--- src/rtl/tdm_pkg.sv ---
package tdm_pkg;

    localparam int SLOT_W = 7;
    localparam int WORD_W = 16;
    localparam int CFG_W  = SLOT_W + 6;

    typedef logic [WORD_W-1:0] word_t;

    // Field order fixes the bit layout seen at the configuration ports.
    typedef struct packed {
        logic              smp_rise;
        logic              fs_high;
        logic              lsb_first;
        logic              wide;
        logic [1:0]        delay;
        logic [SLOT_W-1:0] last_slot;
    } port_cfg_t;

    typedef enum logic [1:0] {FR_IDLE, FR_WAIT, FR_RUN} fr_state_t;

    // Position reported by the framer on a sample strobe.
    typedef struct packed {
        logic              ev;
        logic [SLOT_W-1:0] slot;
        logic [3:0]        bit_n;
        logic              last_bit;
    } slot_pos_t;

    function automatic logic [3:0] bit_pos(port_cfg_t c, logic [3:0] b);
        if (c.lsb_first) return b;
        return c.wide ? 4'd15 - b : 4'd7 - b;
    endfunction

endpackage

--- src/rtl/tdm_sync.sv ---
module tdm_sync #(
    parameter int W = 2
) (
    input  logic         clk,
    input  logic         rst,
    input  logic [W-1:0] d,
    output logic [W-1:0] q
);
    logic [W-1:0] s1;

    always_ff @(posedge clk) begin
        if (rst) begin
            s1 <= '0;
            q  <= '0;
        end else begin
            s1 <= d;
            q  <= s1;
        end
    end
endmodule

--- src/rtl/tdm_framer.sv ---
module tdm_framer
    import tdm_pkg::*;
(
    input  logic      clk,
    input  logic      rst,
    input  port_cfg_t cfg,
    input  logic      smp,
    input  logic      fs_s,
    output slot_pos_t pos,
    output logic      sync_err
);
    fr_state_t         st, st_n;
    logic [1:0]        wcnt, wcnt_n;
    logic [SLOT_W-1:0] slot, slot_n, cur_slot;
    logic [3:0]        bitc, bit_n, cur_bit;
    logic              fs_prev, fs_act, fs_start, start, ev, last;

    assign fs_act   = cfg.fs_high ? fs_s : ~fs_s;
    assign fs_start = smp && fs_act && !fs_prev;

    always_comb begin
        start  = 1'b0;
        ev     = 1'b0;
        st_n   = st;
        wcnt_n = wcnt;
        slot_n = slot;
        bit_n  = bitc;
        if (fs_start) begin
            if (cfg.delay == 2'd0) start = 1'b1;
            else begin
                st_n   = FR_WAIT;
                wcnt_n = cfg.delay;
            end
        end else if (smp && st == FR_WAIT) begin
            if (wcnt == 2'd1) start = 1'b1;
            else wcnt_n = wcnt - 2'd1;
        end else if (smp && st == FR_RUN) begin
            ev = 1'b1;
        end
        if (start) ev = 1'b1;
        cur_slot = start ? '0 : slot;
        cur_bit  = start ? '0 : bitc;
        last     = cur_bit == (cfg.wide ? 4'd15 : 4'd7);
        if (ev) begin
            if (last) begin
                bit_n = '0;
                if (cur_slot == cfg.last_slot) begin
                    st_n   = FR_IDLE;
                    slot_n = '0;
                end else begin
                    st_n   = FR_RUN;
                    slot_n = cur_slot + 1'b1;
                end
            end else begin
                st_n   = FR_RUN;
                slot_n = cur_slot;
                bit_n  = cur_bit + 4'd1;
            end
        end
    end

    assign pos = '{ev: ev, slot: cur_slot, bit_n: cur_bit, last_bit: last};

    always_ff @(posedge clk) begin
        if (rst) begin
            st       <= FR_IDLE;
            wcnt     <= '0;
            slot     <= '0;
            bitc     <= '0;
            fs_prev  <= 1'b1;
            sync_err <= 1'b0;
        end else begin
            st   <= st_n;
            wcnt <= wcnt_n;
            slot <= slot_n;
            bitc <= bit_n;
            if (smp) fs_prev <= fs_act;
            if (fs_start && st != FR_IDLE) sync_err <= 1'b1;
        end
    end

    AST_SLOT_IN_FRAME: assert property (@(posedge clk) disable iff (rst)
        st == FR_RUN |-> slot <= cfg.last_slot);
    AST_WAIT_NONZERO: assert property (@(posedge clk) disable iff (rst)
        st == FR_WAIT |-> wcnt != 2'd0);
    AST_SYNC_ERR_STICKY: assert property (@(posedge clk) disable iff (rst)
        sync_err |=> sync_err);
endmodule

--- src/rtl/tdm_rx.sv ---
module tdm_rx
    import tdm_pkg::*;
#(
    parameter int MAX_SLOTS = 128
) (
    input  logic                 clk,
    input  logic                 rst,
    input  port_cfg_t            cfg,
    input  logic [MAX_SLOTS-1:0] mask,
    input  logic                 bclk,
    input  logic                 fs,
    input  logic                 sd,
    output word_t                data,
    output logic                 valid,
    input  logic                 ready,
    output logic                 overrun,
    output logic                 sync_err
);
    logic [2:0] sq;
    logic       bclk_d, smp, active, deliver;
    slot_pos_t  pos;
    word_t      acc, acc_n;

    tdm_sync #(.W(3)) u_sync (.clk(clk), .rst(rst), .d({bclk, fs, sd}), .q(sq));

    always_ff @(posedge clk) bclk_d <= rst ? 1'b0 : sq[2];

    assign smp = cfg.smp_rise ? (sq[2] & ~bclk_d) : (~sq[2] & bclk_d);

    tdm_framer u_framer (
        .clk(clk), .rst(rst), .cfg(cfg), .smp(smp), .fs_s(sq[1]),
        .pos(pos), .sync_err(sync_err)
    );

    assign active  = mask[pos.slot];
    assign deliver = pos.ev && active && pos.last_bit;

    always_comb begin
        acc_n = (pos.bit_n == 4'd0) ? '0 : acc;
        acc_n[bit_pos(cfg, pos.bit_n)] = sq[0];
    end

    always_ff @(posedge clk) begin
        if (rst) begin
            acc     <= '0;
            data    <= '0;
            valid   <= 1'b0;
            overrun <= 1'b0;
        end else begin
            if (pos.ev && active) acc <= acc_n;
            if (valid && ready) valid <= 1'b0;
            if (deliver) begin
                if (valid && !ready) overrun <= 1'b1;
                else begin
                    data  <= acc_n;
                    valid <= 1'b1;
                end
            end
        end
    end

    AST_RX_KEEP_WORD: assert property (@(posedge clk) disable iff (rst)
        valid && !ready |=> valid && $stable(data));
    AST_RX_OVR_STICKY: assert property (@(posedge clk) disable iff (rst)
        overrun |=> overrun);
endmodule

--- src/rtl/tdm_tx.sv ---
module tdm_tx
    import tdm_pkg::*;
#(
    parameter int MAX_SLOTS = 128
) (
    input  logic                 clk,
    input  logic                 rst,
    input  port_cfg_t            cfg,
    input  logic [MAX_SLOTS-1:0] mask,
    input  logic                 bclk,
    input  logic                 fs,
    input  word_t                data,
    input  logic                 valid,
    output logic                 ready,
    output logic                 sd,
    output logic                 oe,
    output logic                 underrun,
    output logic                 sync_err
);
    logic [1:0] sq;
    logic       bclk_d, smp, lau, active, load, full, nb, noe;
    slot_pos_t  pos;
    word_t      hold, sreg, cur;

    tdm_sync #(.W(2)) u_sync (.clk(clk), .rst(rst), .d({bclk, fs}), .q(sq));

    always_ff @(posedge clk) bclk_d <= rst ? 1'b0 : sq[1];

    assign smp = cfg.smp_rise ? (sq[1] & ~bclk_d) : (~sq[1] & bclk_d);
    assign lau = cfg.smp_rise ? (~sq[1] & bclk_d) : (sq[1] & ~bclk_d);

    tdm_framer u_framer (
        .clk(clk), .rst(rst), .cfg(cfg), .smp(smp), .fs_s(sq[0]),
        .pos(pos), .sync_err(sync_err)
    );

    assign active = mask[pos.slot];
    assign load   = pos.ev && active && pos.bit_n == 4'd0;
    assign cur    = load ? (full ? hold : '1) : sreg;
    assign ready  = !full;

    always_ff @(posedge clk) begin
        if (rst) begin
            hold     <= '0;
            full     <= 1'b0;
            sreg     <= '0;
            underrun <= 1'b0;
            nb       <= 1'b0;
            noe      <= 1'b0;
            sd       <= 1'b0;
            oe       <= 1'b0;
        end else begin
            if (valid && !full) begin
                hold <= data;
                full <= 1'b1;
            end
            if (load) begin
                sreg <= cur;
                if (full) full <= 1'b0;
                else underrun <= 1'b1;
            end
            if (smp) begin
                noe <= pos.ev && active;
                nb  <= pos.ev && active && cur[bit_pos(cfg, pos.bit_n)];
            end
            if (lau) begin
                sd <= nb;
                oe <= noe;
            end
        end
    end

    AST_TX_LINE_HOLD: assert property (@(posedge clk) disable iff (rst)
        !lau |=> $stable(sd) && $stable(oe));
    AST_TX_UDR_STICKY: assert property (@(posedge clk) disable iff (rst)
        underrun |=> underrun);
endmodule

--- src/rtl/tdm_port.sv ---
module tdm_port
    import tdm_pkg::*;
#(
    parameter int MAX_SLOTS = 128
) (
    input  logic                 clk,
    input  logic                 rst,
    input  logic [CFG_W-1:0]     rx_cfg,
    input  logic [MAX_SLOTS-1:0] rx_mask,
    input  logic                 rx_bclk,
    input  logic                 rx_fs,
    input  logic                 rx_sd,
    output logic [WORD_W-1:0]    rx_data,
    output logic                 rx_valid,
    input  logic                 rx_ready,
    output logic                 rx_overrun,
    output logic                 rx_sync_err,
    input  logic [CFG_W-1:0]     tx_cfg,
    input  logic [MAX_SLOTS-1:0] tx_mask,
    input  logic                 tx_bclk,
    input  logic                 tx_fs,
    input  logic [WORD_W-1:0]    tx_data,
    input  logic                 tx_valid,
    output logic                 tx_ready,
    output logic                 tx_sd,
    output logic                 tx_oe,
    output logic                 tx_underrun,
    output logic                 tx_sync_err
);
    port_cfg_t rx_c, tx_c;
    assign rx_c = port_cfg_t'(rx_cfg);
    assign tx_c = port_cfg_t'(tx_cfg);

    tdm_rx #(.MAX_SLOTS(MAX_SLOTS)) u_rx (
        .clk(clk), .rst(rst), .cfg(rx_c), .mask(rx_mask),
        .bclk(rx_bclk), .fs(rx_fs), .sd(rx_sd),
        .data(rx_data), .valid(rx_valid), .ready(rx_ready),
        .overrun(rx_overrun), .sync_err(rx_sync_err)
    );

    tdm_tx #(.MAX_SLOTS(MAX_SLOTS)) u_tx (
        .clk(clk), .rst(rst), .cfg(tx_c), .mask(tx_mask),
        .bclk(tx_bclk), .fs(tx_fs),
        .data(tx_data), .valid(tx_valid), .ready(tx_ready),
        .sd(tx_sd), .oe(tx_oe),
        .underrun(tx_underrun), .sync_err(tx_sync_err)
    );

    AST_IDLE_AFTER_RESET: assert property (@(posedge clk)
        $past(rst) |-> !rx_valid && !tx_oe && tx_ready);
endmodule

--- config.mk ---
export PLATFORM = sky130hd
export DESIGN_NAME = tdm_port
export DESIGN_NICKNAME = d
export VERILOG_FILES = /design/src/rtl/tdm_pkg.sv /design/src/rtl/tdm_sync.sv /design/src/rtl/tdm_framer.sv /design/src/rtl/tdm_rx.sv /design/src/rtl/tdm_tx.sv /design/src/rtl/tdm_port.sv
export SDC_FILE = /design/constraint.sdc
export NUM_CORES = 1
export LEC_CHECK = 0
export CORE_AREA = 5 5 199 201
export DETAILED_ROUTE_END_ITERATION = 16
export DIE_AREA = 0 0 204 206
export GPL_TIMING_DRIVEN = 0
export PLACE_DENSITY = 0.46
export SYNTH_ARGS = -nofsm -noshare
export SYNTH_HDL_FRONTEND = slang
export SYNTH_SLANG_ARGS = --single-unit
--- constraint.sdc ---
create_clock -name clk -period 5.5 [get_ports clk]
set_clock_uncertainty 0.1 [all_clocks]
set_input_delay 1.1 -clock clk [delete_from_list [all_inputs] [get_ports clk]]
set_output_delay 1.1 -clock clk [all_outputs]
set_load 0.05 [all_outputs]
# == Word level (Yosys, flattened, before mapping) ==
# Index checks and enable logic that the tools add are counted.
# totals
register_bits,118
in_bits,307
out_inout_bits,24
elab_cells,194
# classes
add_sub_neg,10
order_cmp,5
eq_ne,16
muxes,81
bitwise_logic,12
reduce_logical,40
# ops
cell,n
4-bit two-way mux,14
16-bit two-way mux,3
7-bit two-way mux,6
2-bit two-way mux,18
1-bit two-way mux,35
1-bit logical AND,19
16-bit bitwise mux,1
7-bit by 8-bit less-than comparator with 1-bit output (second input constant),2
7-bit by 1-bit adder with 7-bit output (second input constant),2
1-bit binary-select mux with 7-bit select,2
7-bit equality test,2
2-bit inequality test (second input constant),6
2-bit nonzero test,6
4-bit by 5-bit less-than comparator with 1-bit output (second input constant),2
2-bit AND reduction,5
4-bit by 1-bit adder with 4-bit output (second input constant),2
2-bit by 1-bit equality test with 1-bit output (second input constant),4
4-bit equality test,2
4-bit logical NOT,2
1-bit NOT,8
3-bit by 4-bit subtractor with 4-bit output (first input constant),2
4-bit subtractor (first input constant),2
3-bit AND reduction,2
1-bit AND,4
7 further kinds,13

# == Longest topological paths before layout ==
# Gate-level depths: netlist of the first run.
# logic_depth
ltp_word,15
depth_mapped,16
mapped_depth_nobuf,14

# == Modules after synthesis ==
# From an unflattened synthesis of the first run, not the netlist that was laid out.
# hier_totals
cells_unflattened,986
area_unflattened_um2,8713.4
# modules_own_cells
module,instances,cells_per_inst,area_each_um2
tdm_tx,1,352,3169.3
tdm_rx,1,313,2926.6
tdm_framer (u_rx.u_framer),1,156,1193.6
tdm_framer (u_tx.u_framer),1,145,1161.1
tdm_sync (u_rx.u_sync),1,12,157.7
tdm_sync (u_tx.u_sync),1,8,105.1

# == Worst setup path before layout of the first run ==
# No wires, ideal clock.
# synth_timing
path_kind,in2reg
from,input tx_cfg[11]
to,register u_tx.u_framer.slot[6]
arrival_ns,3.672
required_ns,5.272
slack_ns,1.600
cell_stages,15
path_buffers,2
cell_sequence,xor2_2 -> o2111a_1 -> o21ai_1 -> clkbuf_1 -> buf_1 -> nand2_1 -> inv_1 -> ha_1 -> and4_1 -> and4_1 -> and4_1 -> inv_1 -> a21oi_1 -> o21a_1 -> nor2_1
# synth_between
elab_chain_cells,8
word_cells_on_any_way,13
cone_classes,1 x add/sub; 2 x eq/ne; 8 x mux; 2 x reduce/logical
# synth_rtl
element,line_no,rtl
start: declaration,tdm_port.sv:18,"input logic [CFG_W-1:0] tx_cfg,"
1-bit two-way mux *,tdm_framer.sv:18,assign fs_act = cfg.fs_high ? fs_s : ~fs_s;
1-bit logical AND * (2 in series),tdm_framer.sv:19,assign fs_start = smp && fs_act && !fs_prev;
1-bit two-way mux,tdm_framer.sv:28,if (fs_start) begin
7-bit two-way mux,tdm_framer.sv:41,cur_slot = start ? '0 : slot;
7-bit by 1-bit adder with 7-bit output or 7-bit equality test (tied branches),"tdm_framer.sv:52, tdm_framer.sv:47",
7-bit two-way mux,tdm_framer.sv:47,if (cur_slot == cfg.last_slot) begin
7-bit two-way mux,tdm_framer.sv:45,if (last) begin
end signal: assignment,tdm_framer.sv:75,slot <= slot_n;
end: declaration,tdm_framer.sv:14,"logic [SLOT_W-1:0] slot, slot_n, cur_slot;"
# Mark *: on every way between the ends. The rest lies on a longest branch, timed or not.
# A chain may end at the register's enable or synchronous reset.

# == Final worst setup path of the first run ==
# layout_timing
from,input rx_cfg[12]
to,register u_rx.u_framer.slot[6]
# layout_between
elab_chain_cells,8
word_cells_on_any_way,18
cone_classes,1 x add/sub; 2 x eq/ne; 11 x mux; 4 x reduce/logical
# layout_rtl
element,line_no,rtl
start: declaration,tdm_port.sv:8,"input logic [CFG_W-1:0] rx_cfg,"
1-bit two-way mux *,tdm_rx.sv:28,assign smp = cfg.smp_rise ? (sq[2] & ~bclk_d) : (~sq[2] & bclk_d);
1-bit logical AND (on tied branches),"tdm_framer.sv:34, tdm_framer.sv:19",
1-bit two-way mux or 1-bit logical AND (tied branches),"tdm_framer.sv:34, tdm_framer.sv:19",
1-bit two-way mux,tdm_framer.sv:28,
7-bit two-way mux,tdm_framer.sv:41,
7-bit by 1-bit adder with 7-bit output or 7-bit equality test (tied branches),"tdm_framer.sv:52, tdm_framer.sv:47",
7-bit two-way mux,tdm_framer.sv:47,
7-bit two-way mux,tdm_framer.sv:45,
end signal: assignment,tdm_framer.sv:75,
end: declaration,tdm_framer.sv:14,
# Marked as above.

==> results of run 1 <==
==> worst max-delay path by stage <==
stage	startpoint	end	slack, ns
floorplan	tx_cfg[11]	u_tx.u_framer.slot[6]	1.60
global placement	tx_cfg[11]	u_tx.sreg[15]	0.14
CTS	tx_cfg[11]	u_tx.sreg[10]	0.53
finish	rx_cfg[12]	u_rx.u_framer.slot[6]	0.57
global route	rx_cfg[12]	u_rx.u_framer.slot[6]	0.14
detailed placement	tx_cfg[11]	u_tx.sreg[10]	0.10
==> metal layers <==
layer	vias to the layer above	wire, um
li1	5115	-
met1	4901	17900
met2	352	20700
met3	34	2570
met4	2	647
met5	-	20
==> power by group through the flow <==
stage	Clock, mW	Combinational, mW	Sequential (mW)
after global placement	0	0.479	0.897
after global routing	1.25	0.516	0.880
after floorplan	0	0.182	0.894
after detailed placement	0	0.481	0.897
after CTS	1.22	0.483	0.878
final	1.19	0.479	0.878
==> logic make-up (layout without fill, tap and decap cells) <==
kind of cell,Yosys count,after routing,share of synthesized area
compound gates,352,352,0.252
xor+xnor,18,18,0.0187
fa+ha+maj,8,8,0.0109
buf+inv,143,502,0.0675
flops,118,118,0.256
mux,102,102,0.144
other cells,0,2,0
simple gates,458,458,0.251
==> per-stage QoR <==
step	cells	power [mW]	utilization	worst slack [ns]	instance area [um2]
after floorplan	1199	1.08	-	1.60	9220
after global placement	2037	1.38	0.351	0.137	13100
after detailed placement	2037	1.38	0.351	0.104	13100
after CTS	2069	2.58	0.368	0.528	13800
after global routing	2071	2.65	0.368	0.143	13800
final	2071	2.55	0.368	0.573	13800
==> synthesized netlist by cell type, drive strengths merged, types with 4 or more instances <==
cell type    n  area share
o221ai       7      0.0073
nor3        27       0.015
clkbuf      54       0.022
nand3b      19       0.015
o31ai        4      0.0033
ha           8       0.011
o211ai      13       0.011
o2111ai      6      0.0064
a21oi      107       0.059
o2bb2ai      6      0.0057
xor2         4      0.0054
mux2i       65       0.071
xnor2       14       0.013
a31oi       26       0.018
nand4       12      0.0081
mux2        14       0.017
nor4         6      0.0048
a22oi       15       0.012
a2bb2oi      6      0.0057
dfxtp      118        0.26
and4         4      0.0038
o21ai       74       0.040
a211oi      17       0.014
nor2b       23       0.016
a311oi       4      0.0052
a211o        8      0.0076
or4          7      0.0061
o21a         5      0.0041
and3        22       0.015
and2         8      0.0054
mux4        23       0.056
a32oi        4      0.0038
or2         18       0.012
or3          4      0.0027
inv         50       0.020
a21o         9      0.0073
a2111oi     10       0.012
nor2        86       0.035
nand2      129       0.053
buf         36       0.024
nand3       54       0.029
o22ai        9      0.0068
nand2b      31       0.022
==> area by class of cell <==
class                      count  area share
clock inverter                12      0.0129
tap                          511      0.0465
antenna                        2    0.000364
clock buffer                  20      0.0325
multi-input combinational    938       0.453
buffer                        90      0.0307
timing repair buffer         327       0.238
sequential                   118       0.172
inverter                      53      0.0145
==> flip-flops by register name (all words and copies together), names as in the netlist, 2 cells and up <==
signal / cells
u_rx.acc: 16
u_rx.data: 16
u_rx.u_framer.bitc: 4
u_rx.u_framer.slot: 7
u_rx.u_framer.st: 2
u_rx.u_framer.wcnt: 2
u_rx.u_sync.q: 3
u_rx.u_sync.s1: 3
u_tx.hold: 16
u_tx.sreg: 16
u_tx.u_framer.bitc: 4
u_tx.u_framer.slot: 7
u_tx.u_framer.st: 2
u_tx.u_framer.wcnt: 2
u_tx.u_sync.q: 2
u_tx.u_sync.s1: 2
==> impl_metrics.ini, run 1 <==
[global_routing]
grt_max_degree = 17
grt-ovfl-total = 0
grt_pass1_wl_um = 63100
top_usage_layer = met2
met3_usage = 0.0397
grt_use_met2 = 0.342
grt_util_all_layers = 0.193
grtUsageMet1 = 0.241
antenna_found_initial = 3
grt_pass1_vias = 10700

[power_and_ir_drop]
p_seq_frac = 0.345
swShare = 0.246
internal_power_mw = 1.92
power.density_nw_per_um2 = 185
ir_drop_mv = 0.196
switching_power_uw = 626
clockPowerShare = 0.467
power_frac_comb = 0.188
power.leakage_nw = 4.67

[logic_synthesis]
synth_fp_nets = 1514
syn-cell-area_um2 = 9220
synth_cell_types = 85
synth_area_per_cell_um2 = 7.69
synthArstFlopShare = 0
yosysWarnings = 0
synth-edff-count = 0
syn-instance-count = 1199
synth_ff_type = dfxtp_1
ys_seq_area_frac = 0.256
postSynthRegisterBits = 118

[setup_path]
crit_type = input pin to flip-flop
crit_path_cell_trace = clkdlybuf4s50_1 -> and3b_1 -> nor2_1 -> a21o_1 -> buf_2 -> buf_2 -> nand2_1 -> inv_1 -> ha_1 -> nand2_1 -> nor3_1 -> nand4_1 -> nor2_1 -> a22oi_1 -> a211oi_1
reg2reg_depth = 11
worst-path-stages = 15
path_delay_family = simple AND/OR/NAND/NOR gates
r2r-start = u_rx.u_framer.slot[3]
path_buf_inv = 4
critPathSlowestCell = nor3_1
cp.arrival_ns = 5.14
reg2reg_slack_ns = 1.34
max_stage_delay_ns = 0.69
r2r-end = u_rx.acc[9]
crit_required_ns = 5.71
critPathMaxFanout = 10
critPathLaunchType = input pin
end_kind = flip-flop

[cts]
tritoncts.num_buffers = 17
clock_latency_ns = 0.42
htree_levels = 4
postCtsHoldBufs = 0
root_buffer = clkbuf_16
path_clk_slew_ns = 0.06
post_cts_resized = 0
cts_tree = built
clockBufferDepth = 2
clock_sinks = 118
post_cts_buffers = 0

[finish]
drive_above_1_share = 0.0854
final_cell_mix = clkdlybuf4s50_1, nand2_1, dfxtp_1
nets = 1860
multi_input_area_um2 = 6240
n_fill_cell = 3948
synthToLayoutAreaGrowth_pct = 49.3
final_common_cell = clkdlybuf4s50_1
final-seq-area_um2 = 2360

[sta]
timing.hold.ws_ns = 0.338
finalCritPeriodShare = 0.896
hold_viol = 0
drv_slew = 0
slew_headroom = 0.337
rsz0062_at_grt = false
tightest_slew_ns = 0.994
max_freq_mhz = 203
min_period_ns = 4.93
setup_tns_ns = 0
setup_viol = 0

[placement]
hpwl_um = 34100
place_congestion = 0.860
port_buffers = 327

[drt]
drt-total-wl_um = 41800
vias = 10400
drc = 0
vias_per_cell = 5.02
wl_per_cell_um = 20.2
drtAntennaViolNets = 0
drt_iter0_drc = 635
drt_pass1_iterations = 6

[worst_hold_path]
min_path_type = flip-flop to flip-flop
hold_end = u_rx.u_sync.q[0]
hold_path_depth = 1
min_from = u_rx.u_sync.s1[0]

[job]
max_cap_viol_count = 0

[floorplanning]
die_w_um = 204
die_area_um2 = 42000
rows = 71
die_y_um = 206
ios = 331
start_util = 0.246
design.core.area_um2 = 37400

[run_status]
status = completed
Power figures use the tool's default switching activity.
==> run 2, diff against run 1 <==
- CAP_MARGIN: unset -> 20
==> results of run 2 <==
The final DEF is identical to that of run 1; final timing and power are the same.
==> run 3, diff against run 2 <==
- CELL_PAD_IN_SITES_DETAIL_PLACEMENT: unset -> 1
- CELL_PAD_IN_SITES_GLOBAL_PLACEMENT: unset -> 2
- PLACE_DENSITY: 0.46 -> 0.77
==> impl_metrics.ini, run 3 (synthesized netlist as in run 1, its figures left out) <==
[run_status]
status = completed

[global_routing]
grt_pass1_wl_um = 66500
antenna_found_initial = 1
grt_util_all_layers = 0.203
grt-ovfl-total = 0
grt_max_degree = 17
grt_pass1_vias = 11000

[sta]
finalCritPeriodShare = 0.909
tightest_slew_ns = 0.963
drv_slew = 0
setup_viol = 0
rsz0062_at_grt = false
min_period_ns = 5.00
hold_viol = 0
setup_tns_ns = 0
slew_headroom = 0.351
max_freq_mhz = 200

[finish]
stdcell_count = 2072
nets = 1860
final_cell_mix = clkdlybuf4s50_1, nand2_1, dfxtp_1
fin_util = 0.369
final_common_cell = clkdlybuf4s50_1
synthToLayoutAreaGrowth_pct = 49.6
drive_above_1_share = 0.0860
n_fill_cell = 4503

[cts]
cts_tree = built
clockBufferDepth = 2
clock_sinks = 118
path_clk_slew_ns = 0.06
postCtsHoldBufs = 0
post_cts_buffers = 0
htree_levels = 4
tritoncts.num_buffers = 17
root_buffer = clkbuf_16
clock_latency_ns = 0.43
post_cts_resized = 0

[placement]
hpwl_um = 35900
port_buffers = 327
place_congestion = 0.886
dp.cells = 2037

[worst_hold_path]
min_from = u_tx.u_sync.s1[1]
min_path_type = flip-flop to flip-flop

[setup_path]
crit_required_ns = 5.66
critPathMaxFanout = 10
critPathLaunchType = input pin
crit_type = input pin to flip-flop
crit_start = rx_cfg[12]
end_kind = flip-flop
cp.arrival_ns = 5.17
r2r-start = u_rx.u_sync.q[2]

[power_and_ir_drop]
clockPowerShare = 0.474
power_frac_comb = 0.187
ir_drop_mv = 0.192
internal_power_mw = 1.95
total_power_mw = 2.59
switching_power_uw = 644
swShare = 0.249
power.density_nw_per_um2 = 188
power.leakage_nw = 4.68
p_seq_frac = 0.339

[floorplanning]
die_y_um = 206
die_w_um = 204
ios = 331
start_util = 0.246
rows = 71
die_area_um2 = 42000
design.core.area_um2 = 37400

[drt]
vias_per_cell = 5.16
drt_iter0_drc = 637
vias = 10700
drc = 0
drt_pass1_iterations = 5
drt-total-wl_um = 44500
wl_per_cell_um = 21.5
drtAntennaViolNets = 0

[job]
max_cap_viol_count = 0
## run 3: cell types whose count changed in the layout (fill, tap and decap cells not counted), sizes merged
| cell | delta |
|---|---|
| diode | +1 |
| clkbuf | +1 |
| clkinv | -1 |
## run 3: metrics by stage
stage | setup WS, ns | area [um2] | hold WS (ns)
finish | 0.498 | 13800 | 0.338
floorplan | 1.60 | 9220 | 0.314
global placement | 0.132 | 13100 | 0.318
CTS | 0.544 | 13800 | 0.339
global route | 0.178 | 13800 | 0.360
detailed placement | 0.117 | 13100 | 0.328
## run 3: worst paths after layout
check                                        endpoint  slack (ns)  cells after the start
worst max-delay path            u_rx.u_framer.slot[6]        0.50                     14
worst min-delay path                 u_tx.u_sync.q[1]        0.34                      1
worst max register to register  u_rx.u_framer.slot[6]        1.30                     13
worst min register to register       u_tx.u_sync.q[1]        0.34                      1
## run 3: power by group through the flow
stage | Sequential (mW) | Clock, mW | Combinational [mW]
floorplan | 0.894 | 0 | 0.182
global placement | 0.897 | 0 | 0.478
detailed placement | 0.897 | 0 | 0.484
CTS | 0.879 | 1.25 | 0.487
global route | 0.880 | 1.29 | 0.519
finish | 0.878 | 1.23 | 0.485
## run 3: layer usage
| layer | up-vias | track usage | wire length, um |
|---|---|---|---|
| met4 | 0 | 0.0369 | 525 |
| met2 | 254 | 0.348 | 22100 |
| met3 | 29 | 0.0336 | 1710 |
| met1 | 5301 | 0.273 | 20100 |
| li1 | 5106 | - | - |
| met5 | - | 0 | 0 |
## run 3: critical path, cell delays in order
cell and delay, ns:
clkdlybuf4s50_1 0.43, and3b_1 0.23, nor2_1 0.46, a21o_1 0.19, buf_2 0.28, buf_2 0.36
nand2_1 0.18, inv_1 0.09, ha_1 0.19, nand2_1 0.09, nor3_1 0.75, a31oi_1 0.46
a22oi_1 0.26, a211oi_1 0.08
## run 3: layout make-up
cell class	instances	area (um2)	area share
Multi-Input combinational cell	938	6240	0.453
Timing Repair Buffer	327	3270	0.237
Sequential cell	118	2360	0.171
Tap cell	511	639	0.0464
Clock buffer	21	470	0.0341
Buffer	90	423	0.0307
Inverter	53	199	0.0144
Clock inverter	11	173	0.0125
Antenna cell	3	7.51	0.000545
